<file path="src/rtl/adc_i2c_pkg.sv">
package adc_i2c_pkg;

  typedef enum logic [2:0] {
    ST_IDLE,
    ST_ADDR,
    ST_AACK,
    ST_WR,
    ST_WACK,
    ST_RD,
    ST_RACK,
    ST_SKIP
  } bus_st_e;

  // configuration byte bit positions
  localparam int CFG_SD_POS  = 7;
  localparam int CFG_OS_POS  = 6;
  localparam int CFG_UNI_POS = 4;
  localparam int CFG_SLP_POS = 2;

  typedef struct packed {
    logic sd;
    logic os;
    logic uni;
  } cfg_t;

endpackage

</file>
<file path="src/rtl/i2c_line_sync.sv">
module i2c_line_sync #(
  parameter int   STAGES  = 2,
  parameter logic RST_VAL = 1'b1
) (
  input  logic clk,
  input  logic rst_n,
  input  logic line_i,
  output logic lvl_o,
  output logic rise_o,
  output logic fall_o
);

  logic [STAGES-1:0] chain_q;
  logic              prev_q;

  generate
    for (genvar g = 0; g < STAGES; g++) begin : g_stage
      if (g == 0) begin : g_first
        always_ff @(posedge clk or negedge rst_n) begin
          if (!rst_n) chain_q[0] <= RST_VAL;
          else        chain_q[0] <= line_i;
        end
      end else begin : g_next
        always_ff @(posedge clk or negedge rst_n) begin
          if (!rst_n) chain_q[g] <= RST_VAL;
          else        chain_q[g] <= chain_q[g-1];
        end
      end
    end
  endgenerate

  always_ff @(posedge clk or negedge rst_n) begin
    if (!rst_n) prev_q <= RST_VAL;
    else        prev_q <= chain_q[STAGES-1];
  end

  assign lvl_o  = chain_q[STAGES-1];
  assign rise_o = chain_q[STAGES-1] & ~prev_q;
  assign fall_o = ~chain_q[STAGES-1] & prev_q;

endmodule

</file>
<file path="src/rtl/i2c_slave_fsm.sv">
module i2c_slave_fsm
  import adc_i2c_pkg::*;
#(
  parameter logic [6:0] SLV_ADDR = 7'h48,
  parameter int         RES_W    = 12,
  parameter int         PAD_W    = 4
) (
  input  logic             clk,
  input  logic             rst_n,
  input  logic             scl_lvl,
  input  logic             scl_rise,
  input  logic             scl_fall,
  input  logic             sda_lvl,
  input  logic             sda_rise,
  input  logic             sda_fall,
  input  logic             busy,
  input  logic [RES_W-1:0] result,
  output logic             sda_oe,
  output logic             conv_req,
  output logic             cfg_wr,
  output logic [7:0]       cfg_byte
);

  localparam int RD_W   = RES_W + PAD_W;
  localparam int NBYTES = RD_W / 8;
  localparam int BI_W   = (NBYTES > 1) ? $clog2(NBYTES) : 1;
  localparam int CNT_W  = 4;
  localparam logic [CNT_W-1:0] LAST_BIT = CNT_W'(8);

  bus_st_e          st_q, st_n;
  logic [CNT_W-1:0] cnt_q, cnt_n;
  logic [7:0]       shin_q, shin_n;
  logic [RD_W-1:0]  shout_q, shout_n;
  logic [BI_W-1:0]  bidx_q, bidx_n;
  logic             rw_q, rw_n;
  logic             adr_q, adr_n;
  logic             oe_q, oe_n;
  logic             mack_q, mack_n;
  logic             req_q, req_n;
  logic             wr_q, wr_n;
  logic             start_det, stop_det;
  logic [RD_W-1:0]  shifted;

  assign start_det = scl_lvl & sda_fall;
  assign stop_det  = scl_lvl & sda_rise;
  assign shifted   = shout_q << 1;

  always_comb begin
    st_n    = st_q;
    cnt_n   = cnt_q;
    shin_n  = shin_q;
    shout_n = shout_q;
    bidx_n  = bidx_q;
    rw_n    = rw_q;
    adr_n   = adr_q;
    oe_n    = oe_q;
    mack_n  = mack_q;
    req_n   = 1'b0;
    wr_n    = 1'b0;
    if (stop_det) begin
      req_n = adr_q;
      adr_n = 1'b0;
      oe_n  = 1'b0;
      st_n  = ST_IDLE;
    end else if (start_det) begin
      oe_n  = 1'b0;
      cnt_n = '0;
      st_n  = ST_ADDR;
    end else begin
      unique case (st_q)
        ST_ADDR, ST_WR: begin
          if (scl_rise && cnt_q != LAST_BIT) begin
            shin_n = {shin_q[6:0], sda_lvl};
            cnt_n  = cnt_q + 1'b1;
          end else if (scl_fall && cnt_q == LAST_BIT) begin
            if (st_q == ST_WR) begin
              oe_n = 1'b1;
              wr_n = 1'b1;
              st_n = ST_WACK;
            end else if (shin_q[7:1] == SLV_ADDR && !busy) begin
              oe_n = 1'b1;
              rw_n = shin_q[0];
              st_n = ST_AACK;
            end else begin
              st_n = ST_SKIP;
            end
          end
        end
        ST_AACK: begin
          if (scl_fall) begin
            adr_n = 1'b1;
            cnt_n = '0;
            if (rw_q) begin
              shout_n = {result, {PAD_W{1'b0}}};
              oe_n    = ~result[RES_W-1];
              bidx_n  = '0;
              st_n    = ST_RD;
            end else begin
              oe_n = 1'b0;
              st_n = ST_WR;
            end
          end
        end
        ST_WACK: begin
          if (scl_fall) begin
            oe_n  = 1'b0;
            cnt_n = '0;
            st_n  = ST_WR;
          end
        end
        ST_RD: begin
          if (scl_rise) begin
            cnt_n = cnt_q + 1'b1;
          end else if (scl_fall) begin
            shout_n = shifted;
            if (cnt_q == LAST_BIT) begin
              oe_n = 1'b0;
              st_n = ST_RACK;
            end else begin
              oe_n = ~shifted[RD_W-1];
            end
          end
        end
        ST_RACK: begin
          if (scl_rise) begin
            mack_n = ~sda_lvl;
          end else if (scl_fall) begin
            if (mack_q && (int'(bidx_q) < NBYTES - 1)) begin
              bidx_n = bidx_q + 1'b1;
              cnt_n  = '0;
              oe_n   = ~shout_q[RD_W-1];
              st_n   = ST_RD;
            end else begin
              oe_n = 1'b0;
              st_n = ST_SKIP;
            end
          end
        end
        default: ;
      endcase
    end
  end

  always_ff @(posedge clk or negedge rst_n) begin
    if (!rst_n) begin
      st_q    <= ST_IDLE;
      cnt_q   <= '0;
      shin_q  <= '0;
      shout_q <= '0;
      bidx_q  <= '0;
      rw_q    <= 1'b0;
      adr_q   <= 1'b0;
      oe_q    <= 1'b0;
      mack_q  <= 1'b0;
      req_q   <= 1'b0;
      wr_q    <= 1'b0;
    end else begin
      st_q    <= st_n;
      cnt_q   <= cnt_n;
      shin_q  <= shin_n;
      shout_q <= shout_n;
      bidx_q  <= bidx_n;
      rw_q    <= rw_n;
      adr_q   <= adr_n;
      oe_q    <= oe_n;
      mack_q  <= mack_n;
      req_q   <= req_n;
      wr_q    <= wr_n;
    end
  end

  assign sda_oe   = oe_q;
  assign conv_req = req_q;
  assign cfg_wr   = wr_q;
  assign cfg_byte = shin_q;

endmodule

</file>
<file path="src/rtl/adc_conv_ctrl.sv">
module adc_conv_ctrl
  import adc_i2c_pkg::*;
#(
  parameter int RES_W = 12
) (
  input  logic             clk,
  input  logic             rst_n,
  input  logic             conv_req,
  input  logic             cfg_wr,
  input  logic [7:0]       cfg_byte,
  input  logic             conv_done,
  input  logic [RES_W-1:0] conv_result,
  output logic             conv_start,
  output cfg_t             cfg_act,
  output logic             sleep_act,
  output logic             busy,
  output logic [RES_W-1:0] result
);

  cfg_t             pend_q, pend_n, act_q, act_n;
  logic             pslp_q, pslp_n, slp_q, slp_n;
  logic             busy_q, busy_n, go_q, go_n;
  logic [RES_W-1:0] res_q, res_n;
  logic             cfg_unused;

  assign cfg_unused = ^{cfg_byte[5], cfg_byte[3], cfg_byte[1:0]};

  always_comb begin
    pend_n = pend_q;
    pslp_n = pslp_q;
    act_n  = act_q;
    slp_n  = slp_q;
    busy_n = busy_q;
    res_n  = res_q;
    go_n   = 1'b0;
    if (cfg_wr) begin
      pend_n.sd  = cfg_byte[CFG_SD_POS];
      pend_n.os  = cfg_byte[CFG_OS_POS];
      pend_n.uni = cfg_byte[CFG_UNI_POS];
      pslp_n     = cfg_byte[CFG_SLP_POS];
    end
    if (conv_req && !busy_q) begin
      go_n   = 1'b1;
      busy_n = 1'b1;
      act_n  = pend_q;
      slp_n  = pslp_q;
    end else if (conv_done && busy_q) begin
      busy_n = 1'b0;
      res_n  = conv_result;
    end
  end

  always_ff @(posedge clk or negedge rst_n) begin
    if (!rst_n) begin
      pend_q <= '0;
      pslp_q <= 1'b0;
      act_q  <= '0;
      slp_q  <= 1'b0;
      busy_q <= 1'b0;
      res_q  <= '0;
      go_q   <= 1'b0;
    end else begin
      pend_q <= pend_n;
      pslp_q <= pslp_n;
      act_q  <= act_n;
      slp_q  <= slp_n;
      busy_q <= busy_n;
      res_q  <= res_n;
      go_q   <= go_n;
    end
  end

  assign conv_start = go_q;
  assign cfg_act    = act_q;
  assign sleep_act  = slp_q;
  assign busy       = busy_q;
  assign result     = res_q;

endmodule

</file>
<file path="src/rtl/adc_i2c_slave.sv">
module adc_i2c_slave
  import adc_i2c_pkg::*;
#(
  parameter logic [6:0] SLV_ADDR    = 7'h48,
  parameter int         RES_W       = 12,
  parameter int         PAD_W       = 4,
  parameter int         SYNC_STAGES = 2
) (
  input  logic             clk,
  input  logic             rst_n,
  input  logic             scl_i,
  input  logic             sda_i,
  output logic             sda_oe,
  output logic             conv_start,
  output logic [2:0]       cfg_o,
  output logic             sleep_o,
  input  logic             conv_done,
  input  logic [RES_W-1:0] conv_result
);

  logic [1:0]       rst_pipe;
  logic             rst_q;
  logic             scl_lvl, scl_rise, scl_fall;
  logic             sda_lvl, sda_rise, sda_fall;
  logic             busy, conv_req, cfg_wr;
  logic [7:0]       cfg_byte;
  logic [RES_W-1:0] result_q;
  cfg_t             cfg_act;

  always_ff @(posedge clk or negedge rst_n) begin
    if (!rst_n) rst_pipe <= 2'b00;
    else        rst_pipe <= {rst_pipe[0], 1'b1};
  end
  assign rst_q = rst_pipe[1];

  i2c_line_sync #(.STAGES(SYNC_STAGES), .RST_VAL(1'b1)) u_scl (
    .clk(clk), .rst_n(rst_q), .line_i(scl_i),
    .lvl_o(scl_lvl), .rise_o(scl_rise), .fall_o(scl_fall)
  );

  i2c_line_sync #(.STAGES(SYNC_STAGES), .RST_VAL(1'b1)) u_sda (
    .clk(clk), .rst_n(rst_q), .line_i(sda_i),
    .lvl_o(sda_lvl), .rise_o(sda_rise), .fall_o(sda_fall)
  );

  i2c_slave_fsm #(.SLV_ADDR(SLV_ADDR), .RES_W(RES_W), .PAD_W(PAD_W)) u_fsm (
    .clk(clk), .rst_n(rst_q),
    .scl_lvl(scl_lvl), .scl_rise(scl_rise), .scl_fall(scl_fall),
    .sda_lvl(sda_lvl), .sda_rise(sda_rise), .sda_fall(sda_fall),
    .busy(busy), .result(result_q),
    .sda_oe(sda_oe), .conv_req(conv_req), .cfg_wr(cfg_wr), .cfg_byte(cfg_byte)
  );

  adc_conv_ctrl #(.RES_W(RES_W)) u_ctrl (
    .clk(clk), .rst_n(rst_q),
    .conv_req(conv_req), .cfg_wr(cfg_wr), .cfg_byte(cfg_byte),
    .conv_done(conv_done), .conv_result(conv_result),
    .conv_start(conv_start), .cfg_act(cfg_act), .sleep_act(sleep_o),
    .busy(busy), .result(result_q)
  );

  assign cfg_o = cfg_act;

endmodule

</file>
<file path="config.mk">
export PLATFORM = sky130hd
export DESIGN_NAME = adc_i2c_slave
export DESIGN_NICKNAME = d
export VERILOG_FILES = /design/src/rtl/adc_i2c_pkg.sv /design/src/rtl/i2c_line_sync.sv /design/src/rtl/i2c_slave_fsm.sv /design/src/rtl/adc_conv_ctrl.sv /design/src/rtl/adc_i2c_slave.sv
export SDC_FILE = /design/constraint.sdc
export NUM_CORES = 1
export LEC_CHECK = 0
export BUFFER_PORTS_ARGS = -buffer_cell sky130_fd_sc_hd__buf_2
export CORE_MARGIN = 1
export CORE_UTILIZATION = 45
export CTS_BUF_LIST = sky130_fd_sc_hd__clkbuf_4
export CTS_CLUSTER_SIZE = 10
export DETAILED_ROUTE_END_ITERATION = 16
export PLACE_DENSITY = 0.63
export SLEW_MARGIN = 40
export SYNTH_ARGS = -nofsm -noshare
export SYNTH_HDL_FRONTEND = slang
export SYNTH_SLANG_ARGS = --single-unit
</file>
<file path="constraint.sdc">
create_clock -name clk -period 3.5 [get_ports clk]
set_input_delay 0.7 -clock clk [delete_from_list [all_inputs] [get_ports clk]]
set_output_delay 0.7 -clock clk [all_outputs]
set_load 0.02 [all_outputs]
</file>
==> results_tabular.tex <==
\begin{tabular}{lr}
\hline
Metric & Value \\
\hline
\multicolumn{2}{l}{\textbf{Global routing}} \\
Total overflow reported by the global router & 0 \\
Maximum number of pins on one net before global-route repair & 47 \\
Antenna violations before repair & 0 \\
Vias in the first global route & 1,761 \\
GR Util All Layers & 16.7\% \\
Global-route wire length before repair & 8170 µm \\
\multicolumn{2}{l}{\textbf{Timing}} \\
RSZ-0062 raised after global routing & no \\
Max Fclk & 0.462 GHz \\
Final slew viol count & 0 \\
Number of hold violations in the final report & 0 \\
Max-Slew Margin vs Limit & 60.7\% \\
Total setup violations reported at the end of the flow & 0 \\
Final period utilization & 61.9\% \\
Setup Total Neg Slack & 0 ns \\
Post-route minimum period & 2.16 ns \\
Pin slew with the least headroom to its limit & 0.590 ns \\
Post-route clock skew & 0.0123 ns \\
\multicolumn{2}{l}{\textbf{Worst setup path}} \\
Arrival time of the worst setup path & 2.46 ns \\
Type of origin of the critical path & flip-flop \\
Setup Crit Path Kind & flip-flop to flip-flop \\
Worst Setup End Kind & flip-flop \\
Endpoint required time on the critical path & 3.80 ns \\
Peak fanout along the critical path & 19 \\
\multicolumn{2}{l}{\textbf{Drt}} \\
Number of vias per cell after detailed routing & 5.35 \\
DRC violations left & 0 \\
First-pass iteration count of the detailed router & 4 \\
Total Wirelength & 5020 µm \\
ANT nets after route & 0 \\
Initial detailed-routing violation count & 97 \\
Total via count in the routed design & 1,893 \\
Post-DR wirelength/cell & 14.2 µm \\
\multicolumn{2}{l}{\textbf{Placed design}} \\
HPWL after detailed placement & 3370 µm \\
Dpl cell area & 3050 µm² \\
Number of port buffers & 22 \\
GPL Wtd Cong & 0.820 \\
\multicolumn{2}{l}{\textbf{Clock tree}} \\
Maximum buffer depth of the clock tree & 2 \\
Inserted Clock Buffers & 9 \\
Post-cts sizing count & 0 \\
Clock-pin transition on the worst setup and hold timing paths & 0.12 ns \\
Setup bufs post-CTS & 0 \\
Post-cts hold buffer count & 0 \\
Clock root buffer master & sky130\_fd\_sc\_hd\_\_clkbuf\_4 \\
CTS tree & yes \\
Count of clock tree sinks & 64 \\
Number of levels in the clock H-tree & 3 \\
Clock network latency to the later pin of the worst-skew pair & 0.41 ns \\
\multicolumn{2}{l}{\textbf{Cells and area}} \\
Final design instance area without fill & 3190 µm² \\
Layout net count & 293 \\
Synthesis-to-finish area growth & 10.7\% \\
Leading cell types in the layout, fill and taps excluded & sky130\_fd\_sc\_hd\_\_dfrtp\_1, sky130\_fd\_sc\_hd\_\_mux2\_2, sky130\_fd\_sc\_hd\_\_nand2\_1 \\
Ant diodes & 0 \\
Layout cell share with drive strength beyond 1 & 30.5\% \\
Most frequent standard cell in the layout excluding fill and tap cells & sky130\_fd\_sc\_hd\_\_dfrtp\_1 \\
\multicolumn{2}{l}{\textbf{Synthesis}} \\
Net count of the mapped netlist & 269 \\
Primary FF master, synth & sky130\_fd\_sc\_hd\_\_dfrtp\_1 \\
Mean cell area of the mapped netlist & 11.5 µm² \\
Synthesized instance count & 250 \\
Yosys warnings & 0 \\
Syn Std Cell Area & 2880 µm² \\
Sequential fraction of the synthesis area & 55.8\% \\
Number of distinct library cell variants in the gate-level netlist after synthesis & 51 \\
Fraction of registers with async set or reset after synthesis & 100\% \\
Number of flops mapped to enable cells by yosys & 0 \\
Count of state elements after synthesis & 64 \\
\multicolumn{2}{l}{\textbf{Status}} \\
Run status & finished clean \\
\multicolumn{2}{l}{\textbf{Floorplan}} \\
Die area & 6730 µm² \\
Die outline height & 82.0 µm \\
Number of I/O pins & 23 \\
Initial standard-cell utilization of the core & 47.5\% \\
Die X & 82.0 µm \\
Core Rows & 28 \\
Placeable core region & 6060 µm² \\
\multicolumn{2}{l}{\textbf{Job}} \\
Max-capacitance violation count & 0 \\
\multicolumn{2}{l}{\textbf{Pwr}} \\
Power density normalized to cell area & 623 nW/µm² \\
Maximum resistive drop on vdd & 0.291 mV \\
Pleak & 0.00157 µW \\
\multicolumn{2}{l}{\textbf{Hold path}} \\
Classification of the worst-slack hold path & primary input to asynchronous set/reset pin \\
\hline
\end{tabular}
-- path summary, 6_finish.rpt --
path,depth (start not counted),slack [ns],endpoint,startpoint
min in group clk,0,0.36,u_scl.lvl_o$_DFF_PN1_,u_scl.chain_q[0]$_DFF_PN1_
worst min-delay path,1,0.04,rst_pipe[0]$_DFF_PN0_,rst_n
worst max-delay path,6,1.34,u_fsm.cnt_q[1]$_DFFE_PN0P_,u_fsm.st_q[0]$_DFFE_PN0P_
max in group asynchronous,1,2.44,u_sda.prev_q$_DFF_PN1_,rst_pipe[1]$_DFF_PN0_
worst max register to register,6,1.34,u_fsm.cnt_q[1]$_DFFE_PN0P_,u_fsm.st_q[0]$_DFFE_PN0P_
worst min register to register,0,0.34,u_ctrl.pend_q[1]$_DFFE_PN0P_,rst_pipe[1]$_DFF_PN0_
-- power by group --
part | switching (µW) | leakage [µW] | total, µW | internal [µW]
clock | 283 | 0.0000660 | 499 | 216
sequential | 158 | 0.000785 | 1070 | 909
combinational | 192 | 0.000723 | 421 | 229
total | 632 | 0.00157 | 1990 | 1350
-- registers in the layout (all words and copies together), names as in the netlist, 2 cells and up --
signal          count
u_fsm.shout_q      12
u_ctrl.pend_q       3
u_fsm.cfg_byte      8
u_fsm.st_q          3
rst_pipe            2
u_fsm.cnt_q         4
u_ctrl.result      12
u_ctrl.cfg_act      3
-- through the flow --
step | hold slack, ns | cells | utilization (%) | power (µW) | worst slack (ns)
global placement | 0.334 | 338 | 50.3 | 1490 | 1.45
finish | 0.0421 | 354 | 52.6 | 1990 | 1.34
global route | 0.0318 | 354 | 52.6 | 2100 | 1.21
detailed placement | 0.338 | 338 | 50.4 | 1500 | 1.38
CTS | 0.0292 | 354 | 52.6 | 2000 | 1.35
floorplan | 0.331 | 250 | - | 1400 | 1.60
-- critical path, cell delays in order (launching register included) --
cell and delay (ns):
sky130_fd_sc_hd__dfrtp_1 0.61, sky130_fd_sc_hd__nor3b_4 0.31, sky130_fd_sc_hd__nor2_2 0.08, sky130_fd_sc_hd__nor4_4 0.40, sky130_fd_sc_hd__o21ai_2 0.12, sky130_fd_sc_hd__a21oi_2 0.22
sky130_fd_sc_hd__mux2_4 0.31
-- layout make-up --
cell class	count	area, µm²
timing repair buffer	25	133
sequential	64	1610
clock inverter	7	70.1
inverter	8	30.0
multi-input combinational	166	1180
clock buffer	9	67.6
fill	562	2870
tap	75	93.8
-- synthesized netlist by cell type, types with 2 or more instances --
| cell type | n | share of area [%] |
|---|---|---|
| sky130_fd_sc_hd__a211oi_1 | 2 | 0.52 |
| sky130_fd_sc_hd__a21oi_1 | 13 | 2.3 |
| sky130_fd_sc_hd__a31oi_1 | 3 | 0.65 |
| sky130_fd_sc_hd__buf_2 | 2 | 0.35 |
| sky130_fd_sc_hd__clkbuf_1 | 7 | 0.91 |
| sky130_fd_sc_hd__dfrtp_1 | 58 | 50 |
| sky130_fd_sc_hd__dfstp_2 | 6 | 5.5 |
| sky130_fd_sc_hd__ha_1 | 2 | 0.87 |
| sky130_fd_sc_hd__inv_1 | 8 | 1.0 |
| sky130_fd_sc_hd__mux2_2 | 30 | 12 |
| sky130_fd_sc_hd__mux2i_1 | 12 | 4.2 |
| sky130_fd_sc_hd__nand2_1 | 24 | 3.1 |
| sky130_fd_sc_hd__nand2b_1 | 4 | 0.87 |
| sky130_fd_sc_hd__nand3_1 | 5 | 0.87 |
| sky130_fd_sc_hd__nand3b_1 | 2 | 0.52 |
| sky130_fd_sc_hd__nor2_1 | 14 | 1.8 |
| sky130_fd_sc_hd__nor2b_1 | 2 | 0.43 |
| sky130_fd_sc_hd__nor3_1 | 3 | 0.52 |
| sky130_fd_sc_hd__o21ai_0 | 21 | 3.6 |
-- cells by family (layout without fill, tap and decap cells) --
kind of cell,count (synthesis),after routing,synth area share (%)
buffers and inverters,20,49,3.08
AOI/OAI and AO/OA,50,50,10.2
other,1,1,0.130
adders and majority gates,2,2,0.868
and+or+nand+nor,69,69,13.2
xor gates and xnor gates,1,1,0.304
muxes,43,43,16.4
DFF,64,64,55.8
-- per-layer routing --
| metal | GRT usage, % | vias up | part of all wire, % |
|---|---|---|---|
| met5 | 0 | - | 0 |
| met4 | 8.42 | 0 | 1.5 |
| met3 | 3.67 | 9 | 3.4 |
| met2 | 25.8 | 40 | 47 |
| met1 | 21.9 | 915 | 48 |
| li1 | - | 929 | - |
Note: power is estimated with default switching activity, not from simulation.
